==> src/rtl/booth4_pkg.sv <==
package booth4_pkg;

  typedef enum logic [2:0] {
    MUL_ZERO = 3'd0,
    MUL_PX   = 3'd1,
    MUL_P2X  = 3'd2,
    MUL_NX   = 3'd3,
    MUL_N2X  = 3'd4
  } mult_sel_e;

  // Map a three-bit multiplier window (high, mid, low) to a multiple.
  function automatic mult_sel_e recode_group(input logic [2:0] grp);
    mult_sel_e r;
    unique case (grp)
      3'b001, 3'b010: r = MUL_PX;
      3'b011:         r = MUL_P2X;
      3'b100:         r = MUL_N2X;
      3'b101, 3'b110: r = MUL_NX;
      default:        r = MUL_ZERO;
    endcase
    return r;
  endfunction

  function automatic logic sel_negative(input mult_sel_e s);
    return (s == MUL_NX) || (s == MUL_N2X);
  endfunction

  function automatic logic sel_double(input mult_sel_e s);
    return (s == MUL_P2X) || (s == MUL_N2X);
  endfunction

  function automatic logic sel_nonzero(input mult_sel_e s);
    return s != MUL_ZERO;
  endfunction

endpackage

==> src/rtl/booth4_recoder.sv <==
module booth4_recoder
  import booth4_pkg::*;
(
  input  logic [2:0] grp,
  output mult_sel_e  sel,
  output logic       sel_neg,
  output logic       sel_dbl,
  output logic       sel_nz
);

  always_comb begin
    sel     = recode_group(grp);
    sel_neg = sel_negative(sel);
    sel_dbl = sel_double(sel);
    sel_nz  = sel_nonzero(sel);
  end

endmodule

==> src/rtl/booth4_addend.sv <==
module booth4_addend #(
  parameter int WIDTH = 16,
  localparam int AW = WIDTH + 2
) (
  input  logic [WIDTH-1:0] x,
  input  logic             sel_neg,
  input  logic             sel_dbl,
  input  logic             sel_nz,
  output logic [AW-1:0]    addend,
  output logic             cin
);

  logic [AW-1:0] x_ext;
  logic [AW-1:0] mag;

  always_comb begin
    x_ext = {{2{x[WIDTH-1]}}, x};
    mag   = sel_dbl ? {x_ext[AW-2:0], 1'b0} : x_ext;
    if (!sel_nz) begin
      addend = '0;
      cin    = 1'b0;
    end else if (sel_neg) begin
      addend = ~mag;
      cin    = 1'b1;
    end else begin
      addend = mag;
      cin    = 1'b0;
    end
  end

endmodule

==> src/rtl/booth4_seq_ctrl.sv <==
module booth4_seq_ctrl #(
  parameter int STEPS = 8,
  localparam int CW = (STEPS > 1) ? $clog2(STEPS) : 1
) (
  input  logic clk,
  input  logic rst,
  input  logic start,
  output logic accept,
  output logic step_en,
  output logic last_step,
  output logic busy,
  output logic done
);

  logic [CW-1:0] cnt_q;

  assign accept    = start && !busy;
  assign step_en   = busy;
  assign last_step = busy && (cnt_q == CW'(STEPS - 1));

  always_ff @(posedge clk) begin
    if (rst) begin
      busy  <= 1'b0;
      done  <= 1'b0;
      cnt_q <= '0;
    end else begin
      done <= last_step;
      if (accept) begin
        busy  <= 1'b1;
        cnt_q <= '0;
      end else if (last_step) begin
        busy  <= 1'b0;
        cnt_q <= '0;
      end else if (busy) begin
        cnt_q <= cnt_q + 1'b1;
      end
    end
  end

endmodule

==> src/rtl/booth4_mult.sv <==
module booth4_mult
  import booth4_pkg::*;
#(
  parameter int WIDTH = 16,
  localparam int STEPS = WIDTH / 2,
  localparam int AW = WIDTH + 2,
  localparam int PW = 2 * WIDTH,
  localparam int CW = AW + WIDTH + 1
) (
  input  logic             clk,
  input  logic             rst,
  input  logic             start,
  input  logic [WIDTH-1:0] mcand,
  input  logic [WIDTH-1:0] mplier,
  output logic             busy,
  output logic             done,
  output logic [PW-1:0]    product
);

  logic [WIDTH-1:0] x_q;
  logic [AW-1:0]    acc_q;
  logic [WIDTH-1:0] mq_q;
  logic             qm1_q;

  logic             accept;
  logic             step_en;
  logic             last_step;
  logic [2:0]       grp;
  mult_sel_e        sel;
  logic             sel_neg;
  logic             sel_dbl;
  logic             sel_nz;
  logic [AW-1:0]    addend;
  logic             cin;
  logic [AW-1:0]    sum;
  logic [CW-1:0]    joined;
  logic [CW-1:0]    shifted;

  booth4_seq_ctrl #(.STEPS(STEPS)) u_ctrl (
    .clk       (clk),
    .rst       (rst),
    .start     (start),
    .accept    (accept),
    .step_en   (step_en),
    .last_step (last_step),
    .busy      (busy),
    .done      (done)
  );

  assign grp = {mq_q[1], mq_q[0], qm1_q};

  booth4_recoder u_rec (
    .grp     (grp),
    .sel     (sel),
    .sel_neg (sel_neg),
    .sel_dbl (sel_dbl),
    .sel_nz  (sel_nz)
  );

  booth4_addend #(.WIDTH(WIDTH)) u_add (
    .x       (x_q),
    .sel_neg (sel_neg),
    .sel_dbl (sel_dbl),
    .sel_nz  (sel_nz),
    .addend  (addend),
    .cin     (cin)
  );

  always_comb begin
    sum     = acc_q + addend + AW'(cin);
    joined  = {sum, mq_q, qm1_q};
    shifted = CW'($signed(joined) >>> 2);
  end

  always_ff @(posedge clk) begin
    if (rst) begin
      x_q   <= '0;
      acc_q <= '0;
      mq_q  <= '0;
      qm1_q <= 1'b0;
    end else if (accept) begin
      x_q   <= mcand;
      acc_q <= '0;
      mq_q  <= mplier;
      qm1_q <= 1'b0;
    end else if (step_en) begin
      acc_q <= shifted[CW-1 -: AW];
      mq_q  <= shifted[WIDTH:1];
      qm1_q <= shifted[0];
    end
  end

  assign product = {acc_q[WIDTH-1:0], mq_q};

endmodule

==> config.mk <==
export PLATFORM = sky130hd
export DESIGN_NAME = booth4_mult
export DESIGN_NICKNAME = d
export VERILOG_FILES = /design/src/rtl/booth4_pkg.sv /design/src/rtl/booth4_recoder.sv /design/src/rtl/booth4_addend.sv /design/src/rtl/booth4_seq_ctrl.sv /design/src/rtl/booth4_mult.sv
export SDC_FILE = /design/constraint.sdc
export NUM_CORES = 1
export LEC_CHECK = 0
export BUFFER_PORTS_ARGS = -buffer_cell sky130_fd_sc_hd__buf_2
export CAP_MARGIN = 20
export CORE_UTILIZATION = 32
export DETAILED_ROUTE_END_ITERATION = 7
export MAX_ROUTING_LAYER = met4
export REMOVE_ABC_BUFFERS = 1
export SYNTH_ARGS = -nofsm -noshare
export SYNTH_HDL_FRONTEND = slang
export SYNTH_SLANG_ARGS = --single-unit
==> constraint.sdc <==
create_clock -name clk -period 4.7 [get_ports clk]
set_clock_uncertainty 0.1 [all_clocks]
set_input_delay 0.705 -clock clk [delete_from_list [all_inputs] [get_ports clk]]
set_output_delay 0.705 -clock clk [all_outputs]
set_load 0.05 [all_outputs]
Word level (Yosys, flattened, before mapping)
Index checks and enable logic that the tools add are counted.

Register bits: 54. Input port bits: 35. Output and inout bits: 34. Logic and storage cells: 43.

Add/subtract/negate cells: 3. Eq/ne operators: 10. Muxes and demuxes: 10. Bitwise operators: 1. Reduce and logical (&&, ||, !) cells: 12.

Operators with widths (count): $mux 16 (3); $mux 18 (2); $add 18x1->18 (1); $add 18x18->18 (1); $not 18->18 (1); $eq 3x3->1 const B (5); $eq 3x2->1 const B (4); $pmux 3 s4 (1); $reduce_or 2->1 (3); $mux 1 (4); $reduce_bool 2->1 (2); $add 3x1->3 const B (1); $eq 3x1->1 const B (1); $reduce_bool 3->1 (1); $reduce_or 3->1 (1); $logic_and 1x1->1 (2); $logic_or 1x1->1 (2); $logic_not 1->1 (1).

Depth between registers and ports, before layout
Gate-level depths: netlist of run 1.

Depth in word-level cells: 13. Depth in mapped cells: 14. Gate-level depth less buffers: 13.

Cells and area by module
A second synthesis of run 1 with hierarchy kept.

Cells, all modules: 430. Area, all modules: 3550.9 um2.

Modules (own cells, without submodules): booth4_mult (times used 1, cells an instance 326, area each 2730.1 um2, seq. area each 980.9 um2); booth4_addend (times used 1, cells an instance 61, area each 435.4 um2, seq. area each 0.0 um2); booth4_seq_ctrl (times used 1, cells an instance 22, area each 235.2 um2, seq. area each 100.1 um2); booth4_recoder (times used 1, cells an instance 21, area each 150.1 um2, seq. area each 0.0 um2).

Worst setup path after synthesis of run 1
Ideal clock, no wire load.

Path kind: reg-to-reg. Start point: reg mq_q[1]. End point: reg acc_q[14]. Setup time: 0.121 ns. Arrival time: 3.090 ns. Required time: 4.479 ns. Slack: 1.389 ns. Stages on the path, launching flop included: 14. Buffers on the path: 2. Clock period less this slack: 3.311 ns. Cell sequence: dfxtp_1 buf_2 buf_1 a21oi_1 a21oi_1 fa_1 inv_1 fa_1 nand2b_1 a21oi_1 o21a_1 o211ai_2 nor2_1 mux2_4.

Cells in the longest elaborated chain, start to end: 11. Elaborated cells between the ends (all ways): 23. Those cells by class: add/sub (2); eq/ne (9); mux (6); bitwise (1); reduce/logical (5).

Ends and longest elaborated chain: from (decl) (RTL line booth4_mult.sv:22) `logic [WIDTH-1:0] mq_q;`; from (signal assigned) (RTL line booth4_mult.sv:84) `mq_q <= mplier;`; from (signal assigned) (RTL line booth4_mult.sv:88) `mq_q <= shifted[WIDTH:1];`; $eq 3x3->1, or another cell as far along (RTL line booth4_pkg.sv:14) `unique case (grp)`; $reduce_or 2->1 (RTL line booth4_pkg.sv:14); $pmux 3 s4 (*) (RTL line booth4_pkg.sv:14); $eq 3x2->1 / $eq 3x3->1 (equally long branches) (RTL line booth4_pkg.sv:29, booth4_pkg.sv:25); $logic_or 1x1->1 (RTL line booth4_pkg.sv:29) `return (s == MUL_P2X) || (s == MUL_N2X);`; $mux 16 (RTL line booth4_addend.sv:18) `mag = sel_dbl ? {x_ext[AW-2:0], 1'b0} : x_ext;`; $not 18->18 (RTL line booth4_addend.sv:23) `addend = ~mag;`; $mux 18 (RTL line booth4_addend.sv:22) `end else if (sel_neg) begin`; $mux 18 (RTL line booth4_addend.sv:19) `if (!sel_nz) begin`; $add 18x18->18 (RTL line booth4_mult.sv:70) `sum = acc_q + addend + AW'(cin);`; $add 18x1->18 (*) (RTL line booth4_mult.sv:70); to (signal assigned) (RTL line booth4_mult.sv:87) `acc_q <= shifted[CW-1 -: AW];`; to (decl) (RTL line booth4_mult.sv:21) `logic [AW-1:0] acc_q;`.

Mark *: on every way between the ends. The rest lies on a longest branch, timed or not. A chain may end at the register's enable or synchronous reset.

Worst setup path in the final report of run 1
Ends and elaborated chain as after synthesis.

==> qor.csv, run 1 <==
metric;value;unit
status;finished clean;
syn_avg_cell_area;7.87;um^2
critPathCaptureType;flop;
period_needed;3.67;ns
pin_count;69;
setup_slack;1.03;ns
antenna_found_initial;0;
p_leak;1.75;nW
dieWidth;104;um
vias;3075;
cts_tree;built;
cts-buffers-inserted;5;
pre_cts_ws;1.09;ns
cp_cell_sequence;buf_4 > nor2_1 > a221oi_1 > fa_1 > nand2b_1 > a21oi_1 > o21a_1 > o211ai_2 > nor2_1 > mux2_4;
cts_buffer_depth;2;
yosys.area.top_type;dfxtp_1;
grt_util_all_layers;16.3;%
yosysUniqueCellTypes;45;
wl;8490;um
synth_area_leaders;dfxtp_1 33%, a21oi_1 7.4%, mux2i_1 6.9%, ha_1 6.8%, nand2_1 6.0%;
finalCritPeriodShare;78.0;%
synthFlopType;dfxtp_1;
finalSetupTns;0;ns
port_buffers;68;
max_freq;273;MHz
layout-drive-gt1-share;18.9;%
tightest_slew;0.974;ns
start_util;33.4;%
synth_cells;421;
max_slew_margin;34.5;%
synth-warning-count;0;
rows;36;
multi_input_area;2100;um^2
clock-sinks;54;
core-area;9910;um^2
drtAntennaViolNets;0;
synth-edff-count;0;
dieArea;10800;um^2
synth-async-reset-ratio;0;%
finalMaxSlewViolations;0;
grt_max_degree;58;
ys_seq_area_share;32.6;%
grt_pass1_vias;2803;
cp_slowest_cell;nor2_1;
pwr_density_cell;276;nW/um^2
cts_hold_buf;0;
route.detailed.drc;0;
post_cts.repair.setup_buffers;0;
setup_viol;0;
seqCellArea;1080;um^2
ir_drop;0.136;mV
clk_latency;0.32;ns
gp_congestion;0.879;
synth.cell_area;3310;um^2
cap_violations;0;
cp.required;4.83;ns
hold_viol_final;0;
path_max_fanout;17;
cts_root_buf;clkbuf_8;
dr.pass1.iters;4;
rsz0062_at_grt;false;
worstSetupStartpointType;flop;
worst_ep_arrival_time;3.79;ns
synth.top_cell.area_share;32.6;%
drt-initial-drc-count;118;
min-delay-path-class;flop to flop;
grt_pass1_wl;13900;um
vias_per_cell;5.05;
yosys_register_bits;54;
gr-total-overflow;0;
wl_per_cell;13.9;um
cpPeakStageDelay;0.77;ns
final_nets;530;
htreeDepth;2;
die-height;104;um
n_fill_cell;1073;
ctsResizeCount;0;
hpwl;6150;um
antenna_cells;0;
clk_pin_slew_worst_paths;0.11;ns
crit_top_cell;nor2_1;
syn2layout_area_growth;16.0;%
crit_type;flop to flop;
## worst max-delay path, delay by kind of cell, from the launching register on
family	cells	cell delay, ns
flops	1	0.45
mux	1	0.31
buf+inv	1	0.27
compound gates	4	0.82
fa+ha+maj	1	0.51
simple gates	3	1.10
## metal layers
layer / wire [um] / vias to the layer above / track usage, % / part of all wire, %
met5: 0 / - / - / 0
met4: 80 / 0 / 5.20 / 0.94
met3: 351 / 6 / 2.77 / 4.1
met2: 4020 / 68 / 25.7 / 47
met1: 4040 / 1424 / 21.3 / 48
li1: - / 1577 / - / -
## placed cells by master, fill, tap and decap left out, drive strengths merged
| cell | synthesis | layout |
|---|---|---|
| nand4b | 1 | 1 |
| o21a | 1 | 1 |
| xor2 | 18 | 18 |
| or3b | 1 | 1 |
| a21o | 4 | 4 |
| nor4b | 1 | 1 |
| a21oi | 52 | 52 |
| o211ai | 4 | 4 |
| and2 | 3 | 3 |
| clkbuf | 15 | 5 |
| ha | 18 | 18 |
| and3 | 2 | 2 |
| a22oi | 14 | 14 |
| nor2b | 4 | 4 |
| a221oi | 1 | 1 |
| nor2 | 50 | 50 |
| nand4 | 3 | 3 |
| clkinv | 0 | 1 |
| inv | 7 | 9 |
| nand3 | 8 | 8 |
| nand2 | 54 | 54 |
| mux2 | 2 | 2 |
| nor4 | 1 | 1 |
| a31oi | 1 | 1 |
| fa | 2 | 2 |
| nor3 | 5 | 5 |
| buf | 10 | 72 |
| o21ai | 32 | 32 |
| xnor2 | 7 | 7 |
| nand2b | 8 | 8 |
| dfxtp | 54 | 54 |
| or3 | 3 | 3 |
| nand3b | 5 | 5 |
| or4 | 1 | 1 |
| a211oi | 3 | 3 |
| mux2i | 23 | 23 |
| o21bai | 1 | 1 |
| o311a | 1 | 1 |
| a32o | 1 | 1 |
## cell usage after synthesis (all sizes together) (4+ instances only)
| master | n |
|---|---|
| nor2 | 50 |
| o21ai | 32 |
| nand3b | 5 |
| nand3 | 8 |
| nand2b | 8 |
| a21oi | 52 |
| a21o | 4 |
| ha | 18 |
| buf | 10 |
| xnor2 | 7 |
| dfxtp | 54 |
| nand2 | 54 |
| clkbuf | 15 |
| inv | 7 |
| a22oi | 14 |
| o211ai | 4 |
| nor2b | 4 |
| xor2 | 18 |
| mux2i | 23 |
| nor3 | 5 |
## final timing paths
kind	from	to	slack, ns	cells after the start
worst min register to register	u_ctrl.cnt_q[2]	u_ctrl.cnt_q[2]	0.38	2
worst min-delay path	u_ctrl.cnt_q[2]	u_ctrl.cnt_q[2]	0.38	2
worst max register to register	mq_q[1]	acc_q[14]	1.03	10
worst max-delay path	mq_q[1]	acc_q[14]	1.03	10
## kinds of logic after synthesis
logic type	count (synthesis)	synth area share, %
and+or+nand+nor	150	20.7
AOI/OAI and AO/OA	115	20.3
DFF	54	32.6
buffers and inverters	32	3.96
xor gates and xnor gates	25	6.61
muxes	25	7.74
adders and majority gates	20	8.00
## layout make-up
class,count,area share [%]
Timing Repair Buffer,72,9.63
Tap cell,133,4.33
Clock inverter,3,0.748
Clock buffer,5,1.79
Inverter,7,0.683
Sequential cell,54,28.1
Multi-Input combinational cell,335,54.7
## stage by stage
stage / area, um^2 / cells / total power, mW / util (%) / hold WS (ns)
floorplan: 3210 / 396 / 0.699 / - / 0.350
global placement: 3740 / 600 / 0.775 / 37.7 / 0.360
detailed placement: 3740 / 600 / 0.778 / 37.7 / 0.365
CTS: 3840 / 608 / 1.07 / 38.7 / 0.383
global route: 3840 / 609 / 1.12 / 38.8 / 0.396
finish: 3840 / 609 / 1.06 / 38.8 / 0.383
## flip-flops by register name (all words and copies together), names as in the netlist
name          cells
acc_q            16
mq_q             16
x_q              16
u_ctrl.cnt_q      3
qm1_q             1
u_ctrl.busy       1
u_ctrl.done       1
## power by group
| group | switching (mW) | total (mW) | internal (mW) |
|---|---|---|---|
| Combinational | 0.173 | 0.261 | 0.0881 |
| Sequential | 0.0250 | 0.507 | 0.482 |
| Clock | 0.179 | 0.291 | 0.112 |
(Power assumes the default switching activity.)
==> run 2: changes to the inputs <==
Settings changed: ABC_AREA from default to 1.
Clock period 4.7 ns to 3.6 ns, I/O delays scaled along.
==> run 2 against run 1 <==
  * Flip-flop and latch count unchanged
  * Utilization about the same
  * Critical path type unchanged
  * Largest power group unchanged
  * Via count up 17%
  * Power up 65%
  * Maximum frequency up 19%
  * Largest cell class unchanged
==> qor.csv, run 2 <==
metric;value;unit;change
final_cell_mix;172 x nand2_1, 101 x inv_1, 76 x nor2_1, 68 x buf_2, 54 x dfxtp_1;;was 68 x buf_2, 53 x nand2_1, 53 x dfxtp_1, 49 x nor2_1, 49 x a21oi_1
synthFlopType;dfxtp_1;;unchanged
rsz0062_at_grt;false;;unchanged
grt_util_all_layers;17.5;%;was 16.3%
antenna_found_initial;0;;unchanged
finalCritPeriodShare;85.3;%;was 78.0%
synth-edff-count;0;;unchanged
grt_pass1_wl;15800;um;was 13900 um
clk_pin_slew_worst_paths;0.07;ns;was 0.11 ns
worstSetupStartpointType;flop;;unchanged
gr-total-overflow;0;;unchanged
clk_latency;0.30;ns;was 0.32 ns
cts_buffer_depth;2;;unchanged
route.detailed.drc;0;;unchanged
top_regs;acc_q (16), mq_q (16), x_q (16);;unchanged
period_needed;3.07;ns;was 3.67 ns
yosys-top-cells-count;172 x nand2_1, 101 x inv_1, 76 x nor2_1;;was 54 x dfxtp_1, 53 x nand2_1, 49 x a21oi_1, 49 x nor2_1, 30 x o21ai_0
ir_drop;0.286;mV;was 0.136 mV
vias_per_cell;4.56;;was 5.05
wl_met2;4320;um;was 4020 um
tightest_slew;0.936;ns;was 0.974 ns
wl;9530;um;was 8490 um
synth_compound_area_share;12.9;%;was 20.3%
synthAdderAreaFrac;7.35;%;was 8.00%
cap_violations;0;;unchanged
hpwl;7320;um;was 6150 um
cts_hold_buf;0;;unchanged
final_common_cell;nand2_1;;was buf_2
pre_cts_ws;0.550;ns;was 1.09 ns
ctsResizeCount;0;;unchanged
routed-wl-met3;536;um;was 351 um
synth-async-reset-ratio;0;%;unchanged
pin_count;69;;unchanged
min-delay-path-class;input pin to flop;;was flop to flop
crit_type;flop to flop;;unchanged
path_max_fanout;16;;was 17
synth-warning-count;0;;unchanged
gp_congestion;0.867;;was 0.879
wl_per_cell;12.1;um;was 13.9 um
holdWs;0.335;ns;was 0.383 ns
grt_pass1_vias;3394;;was 2803
cts_root_buf;clkbuf_16;;was clkbuf_8
wl_met1;4630;um;was 4040 um
power;1.75;mW;was 1.06 mW
synth_xor_xnor_area_share;1.94;%;was 6.61%
yosysUniqueCellTypes;31;;was 45
synth_area_leaders;dfxtp_1 30%, nand2_1 18%, inv_1 11%, nor2_1 7.9%, ha_1 6.2%;;was dfxtp_1 33%, a21oi_1 7.4%, mux2i_1 6.9%, ha_1 6.8%, nand2_1 6.0%
synth.cell_area;3610;um^2;was 3310 um^2
post_cts.repair.setup_buffers;0;;unchanged
yosys.area.top_type;dfxtp_1;;unchanged
dieWidth;108;um;was 104 um
yosys_register_bits;54;;unchanged
cts-buffers-inserted;5;;unchanged
synth_most_common_cell;nand2_1;;was dfxtp_1
worst_ep_arrival_time;3.17;ns;was 3.79 ns
setup_slack;0.531;ns;was 1.03 ns
cts_tree;built;;unchanged
dieArea;11700;um^2;was 10800 um^2
hold_viol_final;0;;unchanged
routed.top_layer;met4;;unchanged
start_util;33.0;%;was 33.4%
synth.area.mux_share;3.33;%;was 7.74%
synth-simple-area-share;31.6;%;was 20.7%
drt-initial-drc-count;140;;was 118
htreeDepth;2;;unchanged
setup_viol;0;;unchanged
placed_area;4070;um^2;was 3740 um^2
status;finished clean;;unchanged
ys_seq_area_share;30.0;%;was 32.6%
synth_cells;583;;was 421
pwr_density_cell;412;nW/um^2;was 276 nW/um^2
stdcell_area;4250;um^2;was 3840 um^2
synth.top_cell.area_share;30.0;%;was 32.6%
drtAntennaViolNets;0;;unchanged
cp.required;3.70;ns;was 4.83 ns
max_slew_margin;37.5;%;was 34.5%
syn_avg_cell_area;6.19;um^2;was 7.87 um^2
vias;3584;;was 3075
final_nets;700;;was 530
die-height;108;um;was 104 um
critPathCaptureType;flop;;unchanged
layout-drive-gt1-share;13.8;%;was 18.9%
port_buffers;68;;unchanged
max_freq;326;MHz;was 273 MHz
synth_top_family_by_area;simple AND/OR/NAND/NOR gates;;unchanged
p_leak;2.44;nW;was 1.75 nW
grt_max_degree;34;;was 58
clock-sinks;54;;unchanged
rows;38;;was 36
antenna_cells;0;;unchanged
dr.pass1.iters;4;;unchanged
core-area;10900;um^2;was 9910 um^2
finalMaxSlewViolations;0;;unchanged
finalSetupTns;0;ns;unchanged
syn2layout_area_growth;17.7;%;was 16.0%
run 2: changes by cell type after synthesis, sizes merged, moves of 5 or more:
| cell | before | now |
|---|---|---|
| nand2 | 54 | 173 |
| inv | 7 | 102 |
| a21oi | 52 | 21 |
| nor2 | 50 | 80 |
| nand3 | 8 | 25 |
| o21ai | 32 | 49 |
| xor2 | 18 | 4 |
| a22oi | 14 | 1 |
| mux2i | 23 | 12 |
| clkbuf | 15 | 6 |
| nand2b | 8 | 0 |
| o221ai | 0 | 5 |
run 2: layout make-up:
cell class,instances,area [um^2]
clock inverter,2,38.8
clock buffer,6,139
sequential,54,1080
multi-input combinational,409,2060
fill,1196,6690
inverter,104,390
tap,140,175
timing repair buffer,71,363
run 2: metal layers:
metal	GRT usage, %	vias up
li1	-	1934
met1	22.2	1563
met2	28.8	82
met3	3.86	5
met4	3.03	0
met5	-	-
run 2: logic make-up (layout without fill, tap and decap cells):
logic type                 count (synthesis)  count (layout)
AOI/OAI and AO/OA                         84              84
xor gates and xnor gates                   8               8
adders and majority gates                 20              20
buffers and inverters                    120             183
DFF                                       54              54
muxes                                     12              12
and+or+nand+nor                          285             285
run 2: final timing paths:
path | from | to | slack [ns] | cells after the start
worst max-delay path | mq_q[0] | acc_q[10] | 0.53 | 15
worst min-delay path | rst | u_ctrl.done | 0.34 | 2
worst max register to register | mq_q[0] | acc_q[10] | 0.53 | 15
worst min register to register | u_ctrl.cnt_q[1] | u_ctrl.cnt_q[1] | 0.37 | 2
run 2: stage by stage:
step                utilization [%]  cells
finish                         38.8    786
global route                   38.8    786
CTS                            38.8    786
detailed placement             37.2    778
global placement               37.2    778
floorplan                         -    567
run 2: worst max-delay path, cell delays in order (launching register included):
cell     delay [ns]
dfxtp_1        0.44
nor2_2         0.07
nor2_1         0.56
o21ai_0        0.19
inv_1          0.10
fa_1           0.23
inv_1          0.07
fa_1           0.43
nor2_1         0.12
nor2_1         0.08
o21ai_2        0.22
nand2_1        0.11
nand3_1        0.08
nand3_1        0.08
nand2_1        0.07
inv_1          0.03
run 2: power by group:
group          total [mW]  switching [mW]  internal [mW]
combinational       0.496           0.339          0.157
clock               0.585           0.234          0.350
sequential          0.669          0.0317          0.637
total                1.75           0.605           1.14
==> run 3: changes to the inputs <==
Settings changed: RECOVER_POWER from default to 50.
==> run 3 against run 2 <==
  * Combinational power is 2% lower
  * Die area did not move
  * Largest power group unchanged
  * Critical path depth unchanged
  * Sequential share of layout area rose by 0.33 points
  * Utilization is 0.49 points lower
  * Global-route usage did not move
  * First-iteration DRC count increased by 6.4%
==> qor.csv, run 3 (same netlist as run 2, synthesis figures left out) <==
metric;value;unit;change
status;finished clean;;unchanged
period_needed;3.07;ns;about the same
crit_type;flop to flop;;unchanged
start_util;33.0;%;unchanged
max_slew_margin;38.0;%;was 37.5%
clk_latency;0.30;ns;about the same
holdPathStages;3;;was 2
worstSetupStartpointType;flop;;unchanged
cp_cell_sequence;nor2_2 > nor2_1 > o21ai_0 > inv_1 > fa_1 > inv_1 > fa_1 > nor2_1 > nor2_1 > o21ai_2 > nand2_1 > nand3_1 > nand3_1 > nand2_1 > inv_1;;unchanged
clk_pin_slew_worst_paths;0.07;ns;about the same
antenna_found_initial;0;;unchanged
clock-sinks;54;;unchanged
p_int;1.14;mW;about the same
ctsResizeCount;0;;unchanged
worst_ep_arrival_time;3.17;ns;about the same
max_freq;326;MHz;about the same
ir_drop;0.286;mV;about the same
grt_pass1_vias;3394;;unchanged
dieArea;11700;um^2;unchanged
dieWidth;108;um;unchanged
rsz0062_at_grt;false;;unchanged
tightest_slew;0.929;ns;was 0.936 ns
critPathCaptureType;flop;;unchanged
holdWs;0.365;ns;was 0.335 ns
post_cts.repair.setup_buffers;0;;unchanged
cts-buffers-inserted;5;;unchanged
wl;9530;um;about the same
min-delay-path-class;input pin to flop;;unchanged
cts_root_buf;clkbuf_16;;unchanged
pwr-share-seq;38.5;%;was 38.3%
combPwrFrac;27.9;%;was 28.3%
final_nets;700;;unchanged
reg2reg_from;mq_q[0];;unchanged
htreeDepth;2;;unchanged
dr.pass1.iters;4;;unchanged
vias;3604;;was 3584
final_common_cell;nand2_1;;unchanged
path_max_fanout;16;;unchanged
layout-drive-gt1-share;7.89;%;was 13.8%
p_leak;2.29;nW;was 2.44 nW
rr_worst_depth;15;;unchanged
gr-total-overflow;0;;unchanged
cts_buffer_depth;2;;unchanged
worst_hold_path.endpoint;x_q[10];;was u_ctrl.done
hold_viol_final;0;;unchanged
rows;38;;unchanged
grt_util_all_layers;17.5;%;unchanged
hpwl;7320;um;unchanged
grt_pass1_wl;15800;um;unchanged
antenna_cells;0;;unchanged
rrSetupSlack;0.53;ns;about the same
pwr_density_cell;416;nW/um^2;was 412 nW/um^2
finalMaxSlewViolations;0;;unchanged
cp_slowest_cell;nor2_1;;unchanged
wl_per_cell;12.1;um;about the same
switching_share;34.8;%;was 34.6%
drt-initial-drc-count;149;;was 140
final_cell_mix;172 x nand2_1, 101 x inv_1, 77 x nor2_1, 54 x dfxtp_1, 45 x o21ai_0;;was 172 x nand2_1, 101 x inv_1, 76 x nor2_1, 68 x buf_2, 54 x dfxtp_1
finalCritPeriodShare;85.2;%;was 85.3%
core-area;10900;um^2;unchanged
setup_viol;0;;unchanged
cp.required;3.70;ns;about the same
port_buffers;68;;unchanged
pwr-share-clk;33.6;%;was 33.4%
min-delay-start;mcand[10];;was rst
pin_count;69;;unchanged
vias_per_cell;4.59;;was 4.56
startpoint;mq_q[0];;unchanged
top_regs;acc_q (16), mq_q (16), x_q (16);;unchanged
die-height;108;um;unchanged
timing.rr.end;acc_q[10];;unchanged
syn2layout_area_growth;16.2;%;was 17.7%
route.detailed.drc;0;;unchanged
cpPeakStageDelay;0.56;ns;about the same
switching_power;0.606;mW;was 0.605 mW
cts_hold_buf;0;;unchanged
cap_violations;0;;unchanged
gp_congestion;0.867;;unchanged
cts_tree;built;;unchanged
grt_max_degree;34;;unchanged
drtAntennaViolNets;0;;unchanged
finalSetupTns;0;ns;unchanged
[run 3: cell types whose count changed in the layout (fill, tap and decap cells not counted)]
cell,delta
buf_4,-2
nor2_1,+1
nor2_2,-1
clkbuf_1,+37
buf_2,-35
[run 3: critical path: cells and delay by family (launching register included)]
kind / cells / cell delay [ns]
buffers and inverters: 3 / 0.19
adders and majority gates: 2 / 0.66
and+or+nand+nor: 8 / 1.17
DFF: 1 / 0.44
AOI/OAI and AO/OA: 2 / 0.41
[run 3: power by group through the flow]
stage          sequential (mW)  clock (mW)  combinational, mW
2_1_floorplan            0.767           0              0.275
3_3_place_gp             0.682           0              0.491
3_5_place_dp             0.683           0              0.495
4_1_cts                  0.670       0.609              0.498
5_1_grt                  0.676       0.630              0.549
6_report                 0.670       0.586              0.487
[run 3: layout make-up]
type | count | area [um^2]
Sequential cell | 54 | 1080
Multi-Input combinational cell | 409 | 2060
Clock inverter | 2 | 38.8
Timing Repair Buffer | 71 | 312
Inverter | 104 | 390
Clock buffer | 6 | 139
Fill cell | 1212 | 6740
Tap cell | 140 | 175
[run 3: routing by layer]
metal / global-route usage, % / routed length [um]
met1: 22.2 / 4640
met2: 28.8 / 4310
met3: 3.86 / 533
met4: 3.03 / 48
met5: - / 0
[run 3: worst max path at each step]
stage	end	slack [ns]	depth (start not counted)
finish	acc_q[10]	0.53	15
global route	acc_q[10]	0.14	15
CTS	acc_q[14]	0.51	15
detailed placement	acc_q[14]	0.55	15
global placement	acc_q[14]	0.66	15
floorplan	acc_q[12]	0.55	15
[run 3: per-stage QoR]
step | instance area [um^2] | setup slack [ns] | util [%] | total power, mW | std cells
CTS | 4250 | 0.512 | 38.8 | 1.78 | 786
global placement | 4070 | 0.660 | 37.2 | 1.17 | 778
finish | 4190 | 0.532 | 38.3 | 1.74 | 786
floorplan | 3530 | 0.550 | - | 1.04 | 567
detailed placement | 4070 | 0.550 | 37.2 | 1.18 | 778
global route | 4190 | 0.144 | 38.3 | 1.85 | 786
